--- config.mk ---
export PLATFORM = sky130hd
export DESIGN_NAME = irq_aggregator
export DESIGN_NICKNAME = d
export VERILOG_FILES = /design/src/rtl/irq_aggregator_pkg.sv /design/src/rtl/irq_aggregator_sync.sv /design/src/rtl/irq_aggregator_scan.sv /design/src/rtl/irq_aggregator_idle.sv /design/src/rtl/irq_aggregator.sv
export SDC_FILE = /design/constraint.sdc
export NUM_CORES = 1
export LEC_CHECK = 0
export BUFFER_PORTS_ARGS = -buffer_cell sky130_fd_sc_hd__buf_2
export CAP_MARGIN = 10
export CORE_MARGIN = 5
export CORE_UTILIZATION = 25
export CTS_BUF_LIST = sky130_fd_sc_hd__clkbuf_2
export DETAILED_ROUTE_END_ITERATION = 12
export GPL_TIMING_DRIVEN = 1
export HOLD_SLACK_MARGIN = 0.08
export SLEW_MARGIN = 20
export SYNTH_ARGS = -nofsm -noshare
export SYNTH_HDL_FRONTEND = slang
export SYNTH_SLANG_ARGS = --single-unit
--- constraint.sdc ---
create_clock -name clk_i -period 2.1 [get_ports clk_i]
set_clock_uncertainty 0.05 [all_clocks]
set_input_delay 0.42 -clock clk_i [delete_from_list [all_inputs] [get_ports clk_i]]
set_output_delay 0.42 -clock clk_i [all_outputs]
set_load 0.02 [all_outputs]
--- src/rtl/irq_aggregator_pkg.sv ---
package irq_aggregator_pkg;
  localparam logic [1:0] REG_STAT = 2'd0;
  localparam logic [1:0] REG_SRC  = 2'd1;
  localparam logic [1:0] REG_CTRL = 2'd2;
  localparam logic [1:0] REG_MASK = 2'd3;
  localparam int CTRL_AGR_BIT  = 0;
  localparam int CTRL_MODE_BIT = 1;
  localparam logic IDLE_FORCE = 1'b0;
  localparam logic IDLE_SMART = 1'b1;
endpackage

--- src/rtl/irq_aggregator_sync.sv ---
module irq_aggregator_sync #(
  parameter int W      = 8,
  parameter int STAGES = 2
) (
  input  logic         clk_i,
  input  logic         rst_ni,
  input  logic [W-1:0] d_i,
  output logic [W-1:0] q_o
);
  logic [STAGES-1:0][W-1:0] stg_q;

  always_ff @(posedge clk_i or negedge rst_ni) begin
    if (!rst_ni) begin
      stg_q <= '0;
    end else begin
      stg_q[0] <= d_i;
      for (int i = 1; i < STAGES; i++) stg_q[i] <= stg_q[i-1];
    end
  end

  assign q_o = stg_q[STAGES-1];
endmodule

--- src/rtl/irq_aggregator_scan.sv ---
module irq_aggregator_scan #(
  parameter int N_SRC    = 8,
  parameter int SCAN_CYC = 10,
  parameter int SRC_W    = 4
) (
  input  logic             clk_i,
  input  logic             rst_ni,
  input  logic             start_i,
  input  logic             abort_i,
  input  logic [N_SRC-1:0] pend_i,
  output logic             busy_o,
  output logic [SRC_W-1:0] src_o
);
  localparam int CW = (SCAN_CYC > 1) ? $clog2(SCAN_CYC) : 1;

  logic [CW-1:0]    cnt_q;
  logic             busy_q;
  logic [SRC_W-1:0] src_q;
  logic [SRC_W-1:0] win;

  // lowest index wins; all ones when nothing is active
  always_comb begin
    win = '1;
    for (int i = N_SRC - 1; i >= 0; i--) begin
      if (pend_i[i]) win = SRC_W'(i);
    end
  end

  always_ff @(posedge clk_i or negedge rst_ni) begin
    if (!rst_ni) begin
      busy_q <= 1'b0;
      cnt_q  <= '0;
      src_q  <= '1;
    end else if (abort_i) begin
      busy_q <= 1'b0;
    end else if (start_i) begin
      busy_q <= 1'b1;
      cnt_q  <= CW'(SCAN_CYC - 1);
    end else if (busy_q) begin
      if (cnt_q == '0) begin
        busy_q <= 1'b0;
        src_q  <= win;
      end else begin
        cnt_q <= cnt_q - 1'b1;
      end
    end
  end

  assign busy_o = busy_q;
  assign src_o  = src_q;
endmodule

--- src/rtl/irq_aggregator_idle.sv ---
module irq_aggregator_idle (
  input  logic clk_i,
  input  logic rst_ni,
  input  logic req_i,
  input  logic smart_i,
  input  logic active_i,
  output logic ack_o
);
  logic ack_q;

  always_ff @(posedge clk_i or negedge rst_ni) begin
    if (!rst_ni) ack_q <= 1'b0;
    else         ack_q <= req_i && (!smart_i || !active_i);
  end

  assign ack_o = ack_q;
endmodule

--- src/rtl/irq_aggregator.sv ---
module irq_aggregator
  import irq_aggregator_pkg::*;
#(
  parameter int N_SRC       = 8,
  parameter int SCAN_CYC    = 10,
  parameter int SYNC_STAGES = 2,
  parameter int DW          = 32
) (
  input  logic             clk_i,
  input  logic             rst_ni,
  input  logic [N_SRC-1:0] src_i,
  output logic             irq_o,
  input  logic             bus_req_i,
  input  logic             bus_we_i,
  input  logic [1:0]       bus_addr_i,
  input  logic [DW-1:0]    bus_wdata_i,
  output logic [DW-1:0]    bus_rdata_o,
  output logic             bus_ready_o,
  input  logic             idle_req_i,
  output logic             idle_ack_o
);
  localparam int SRC_W = $clog2(N_SRC + 1);

  logic [N_SRC-1:0] status;
  logic [N_SRC-1:0] mask_q;
  logic [N_SRC-1:0] pend;
  logic             mode_q;
  logic             irq_q;
  logic             scan_busy;
  logic [SRC_W-1:0] src_num;
  logic             src_rd;
  logic             wr_en;
  logic             agr_wr;
  logic             start;

  irq_aggregator_sync #(.W(N_SRC), .STAGES(SYNC_STAGES)) u_sync (
    .clk_i (clk_i),
    .rst_ni(rst_ni),
    .d_i   (src_i),
    .q_o   (status)
  );

  assign pend   = status & ~mask_q;
  assign src_rd = bus_req_i && !bus_we_i && (bus_addr_i == REG_SRC);
  assign bus_ready_o = bus_req_i && !(src_rd && scan_busy);
  assign wr_en  = bus_ready_o && bus_we_i;
  assign agr_wr = wr_en && (bus_addr_i == REG_CTRL) && bus_wdata_i[CTRL_AGR_BIT];
  assign start  = !irq_q && (|pend) && !idle_ack_o && !agr_wr;

  irq_aggregator_scan #(.N_SRC(N_SRC), .SCAN_CYC(SCAN_CYC), .SRC_W(SRC_W)) u_scan (
    .clk_i  (clk_i),
    .rst_ni (rst_ni),
    .start_i(start),
    .abort_i(agr_wr),
    .pend_i (pend),
    .busy_o (scan_busy),
    .src_o  (src_num)
  );

  irq_aggregator_idle u_idle (
    .clk_i   (clk_i),
    .rst_ni  (rst_ni),
    .req_i   (idle_req_i),
    .smart_i (mode_q == IDLE_SMART),
    .active_i((|pend) || irq_q),
    .ack_o   (idle_ack_o)
  );

  always_ff @(posedge clk_i or negedge rst_ni) begin
    if (!rst_ni) begin
      irq_q  <= 1'b0;
      mask_q <= '0;
      mode_q <= IDLE_FORCE;
    end else begin
      if (agr_wr)     irq_q <= 1'b0;
      else if (start) irq_q <= 1'b1;
      if (wr_en && bus_addr_i == REG_MASK) mask_q <= bus_wdata_i[N_SRC-1:0];
      if (wr_en && bus_addr_i == REG_CTRL) mode_q <= bus_wdata_i[CTRL_MODE_BIT];
    end
  end

  always_comb begin
    bus_rdata_o = '0;
    case (bus_addr_i)
      REG_STAT: bus_rdata_o[N_SRC-1:0]     = status;
      REG_SRC:  bus_rdata_o[SRC_W-1:0]     = src_num;
      REG_CTRL: bus_rdata_o[CTRL_MODE_BIT] = mode_q;
      default:  bus_rdata_o[N_SRC-1:0]     = mask_q;
    endcase
  end

  assign irq_o = irq_q;
endmodule

==> run_results.csv <==
group,metric,value,unit
run_status,outcome,"finished, final reports clean",
clock_tree,clockBufferDepth,2,
drt,drc,0,
worst_setup_path,cp_top_family,"simple AND/OR/NAND/NOR gates",
placement,port_buffers,33,
power_and_ir_drop,p_leak,0.000948,µW
min_path,hp-class,"primary input to flip-flop",
min_path,hp-start,"src_i[2]",
worst_setup_path,start_kind,"flip-flop",
synthesis,synth_commonest_cells,"dfrtp_1, buf_4, nand2_1",
power_and_ir_drop,seq_power_share,0.513,
power_and_ir_drop,power_density,945,nW/µm²
run,drv_cap,0,
worst_setup_path,slowest_delay,450,ps
synthesis,synth.cell_area,1720,µm²
final_layout,layout.nets,248,
die,rows,30,
worst_setup_path,r2r_start,"u_scan.cnt_q[1]$_DFFE_PN0P_",
synthesis,avgSynthCellArea,11.2,µm²
global_route,grt_max_degree,37,
die,coreArea,6760,µm²
die,die_area,8660,µm²
global_route,gr-usage-all-layers,0.0811,
timing,slew_headroom,0.477,
timing,setup_tns,0,ps
placement,routabilityCongestion,0.843,
drt,finalWirelength,3480,µm
drt,via_per_inst,4.24,
clock_tree,numCtsBuffers,5,
synthesis,yosysSeqAreaShare,0.525,
synthesis,synth_top_area_frac,0.464,
timing,setup_viol,0,
worst_setup_path,path_depth,7,
worst_setup_path,r2r_slack,90,ps
synthesis,synth_most_common_cell,"dfrtp_1",
synthesis,async_flop_share,1.00,
clock_tree,clock_latency,360,ps
synthesis,synth-edff-count,0,
timing,hold_viol,0,
worst_setup_path,critPathMaxFanout,4,
timing,period_share,0.959,
worst_setup_path,crit_required,2370,ps
drt,firstDrtPassIters,5,
power_and_ir_drop,pwr-share-comb,0.329,
power_and_ir_drop,swShare,0.351,
timing,tightest_slew,785,ps
die,die_w,93.0,µm
worst_setup_path,worstPathCellList,"inv_2 -> ha_2 -> nand2_1 -> or2_1 -> or3_4 -> or2_4 -> mux2_4",
die,ioPinCount,82,
power_and_ir_drop,p_switching,662,µW
final_layout,syn_to_final_growth,15.9,%
synthesis,ys_top_cells_by_area,"dfrtp_1, buf_4, dfstp_2",
power_and_ir_drop,power.share.clock,0.159,
clock_tree,cts.sinks,36,
placement,dp_hpwl,2650,µm
timing,rsz0062_at_grt,"false",
die,initial_core_util,0.255,
worst_setup_path,crit_buf_inv,1,
synthesis,ys_warn_count,0,
final_layout,design_area,2000,µm²
timing,layout_min_cycle_time,2010,ps
timing,drv_slew,0,
global_route,grt_pass1_wl,5460,µm
worst_setup_path,path_class,"flip-flop to flip-flop",
clock_tree,cts_tree,"built",
worst_setup_path,arrival,2280,ps
global_route,grt_antenna_before_repair,0,
worst_setup_path,cp_slowest_cell,"dfrtp_1",
final_layout,n_antenna_cell,0,
global_route,grt_overflow,0,
die,die_h,93.0,µm
timing,fmax,0.496,GHz
power_and_ir_drop,intPower,1230,µW
final_layout,fin_util,0.296,
drt,vias,1191,
clock_tree,cts_root_buffer,"clkbuf_2",
min_path,whs_path_depth,1,
synthesis,ys_ff_latch,36,
placement,placed_cell_area,1910,µm²
synthesis,syn_inst,154,
min_path,hold_end,"u_sync.stg_q[2]$_DFF_PN0_",
power_and_ir_drop,irDropWorstVdd,448,µV
drt,wl_per_cell,12.4,µm
final_layout,layout-drive-gt1-share,0.299,
synthesis,synthFlopType,"dfrtp_1",
worst_setup_path,rr_endpoint,"u_scan.src_o[1]$_DFFE_PN1P_",
synthesis,ys_types,39,
clock_tree,path_clk_slew,180,ps
clock_tree,post_cts_buffers,0,
worst_setup_path,r2r_cells,7,
drt,ant_nets,0,
synthesis,yosysTopAreaCell,"dfrtp_1",
clock_tree,htreeDepth,2,
global_route,grt_pass1_vias,1153,
worst_setup_path,end_kind,"flip-flop",
drt,drt-initial-drc-count,66,
## worst reg2reg max path: cells and delay by family, from the launching register on
kind / cells / cell delay, ps
AND/OR/NAND/NOR: 4 / 920
adder cells (fa/ha/maj): 1 / 180
buffers and inverters: 1 / 70
multiplexers: 1 / 300
flip-flops: 1 / 450
## cells by family (layout without fill, tap and decap cells)
| group | count (synthesis) | count (layout) | synth area share |
|---|---|---|---|
| AO/OA/AOI/OAI | 29 | 29 | 0.106 |
| adder cells (fa/ha/maj) | 1 | 1 | 0.00726 |
| buffers and inverters | 30 | 54 | 0.126 |
| flip-flops | 36 | 36 | 0.525 |
| multiplexers | 14 | 14 | 0.0980 |
| other | 1 | 24 | 0.00217 |
| AND/OR/NAND/NOR | 43 | 43 | 0.135 |
## what timing repair did
action	4_1_cts	5_1_grt
resized for setup	0	2
endpoints found under the hold margin	14	3
setup endpoints to repair	0	1
hold buffers	2	3
## metrics by stage
stage,power (µW),hold slack (ps),worst slack [ps],std cells
detailed placement,1600,285,75.5,268
global placement,1580,283,88.3,268
CTS,1900,83.0,72.3,278
floorplan,1450,74.4,59.8,177
finish,1890,114,85.4,281
global route,2030,80.3,13.3,281
## how the worst max path moves through the flow
stage	startpoint	slack [ps]	to
2_1_floorplan	bus_addr_i[0]	60	u_scan.src_o[1]$_DFFE_PN1P_
3_3_place_gp	bus_addr_i[1]	90	u_scan.src_o[1]$_DFFE_PN1P_
3_5_place_dp	bus_addr_i[1]	80	u_scan.src_o[1]$_DFFE_PN1P_
4_1_cts	u_scan.cnt_q[1]$_DFFE_PN0P_	70	u_scan.src_o[1]$_DFFE_PN1P_
5_1_grt	u_scan.cnt_q[1]$_DFFE_PN0P_	10	u_scan.src_o[1]$_DFFE_PN1P_
6_report	u_scan.cnt_q[1]$_DFFE_PN0P_	90	u_scan.src_o[1]$_DFFE_PN1P_
## registers in the layout, indices dropped and copies added, names as in the netlist
signal,count
mask_q,8
u_sync.q_o,8
u_sync.stg_q,8
u_scan.cnt_q,4
u_scan.src_o,4
irq_o,1
mode_q,1
u_idle.ack_o,1
u_scan.busy_o,1
## power by group through the flow
stage | Combinational (µW) | Sequential, µW | Clock [µW]
6_report | 621 | 968 | 300
5_1_grt | 701 | 995 | 337
4_1_cts | 624 | 967 | 314
3_5_place_dp | 619 | 980 | 0
3_3_place_gp | 607 | 978 | 0
2_1_floorplan | 479 | 968 | 0
## cells in the final DEF, fill, tap and decap left out, types with 2 or more instances in the layout
master	netlist	layout
buf_2	0	33
dfrtp_1	32	32
conb_1	1	24
nand2_1	14	14
o21ai_1	12	12
clkbuf_2	0	7
nor2_1	6	6
nand2b_1	6	6
mux2_1	6	6
dlygate4sd3_1	0	5
buf_4	24	5
a22o_1	4	4
dfstp_2	4	4
mux2i_1	3	3
nor2b_1	3	3
a21oi_1	3	3
o21ai_0	3	3
mux2_2	3	3
inv_1	3	2
and2_1	2	2
nor3_1	2	2
nand3_1	2	2
## routing by layer
| layer | global-route usage | wire [µm] | vias up |
|---|---|---|---|
| met5 | 0 | 0 | - |
| met1 | 0.104 | 1490 | 567 |
| li1 | - | - | 576 |
| met2 | 0.132 | 1720 | 46 |
| met4 | 0.0293 | 13 | 0 |
| met3 | 0.0209 | 260 | 2 |
## layout make-up
type / count / area (µm²)
Tap cell: 80 / 100
Sequential cell: 36 / 906
Fill cell: 706 / 4760
Clock buffer: 7 / 35.0
Multi-Input combinational cell: 111 / 689
Inverter: 3 / 11.3
Timing Repair Buffer: 43 / 253
Clock inverter: 1 / 3.75
Note: power is estimated with default switching activity, not from simulation.
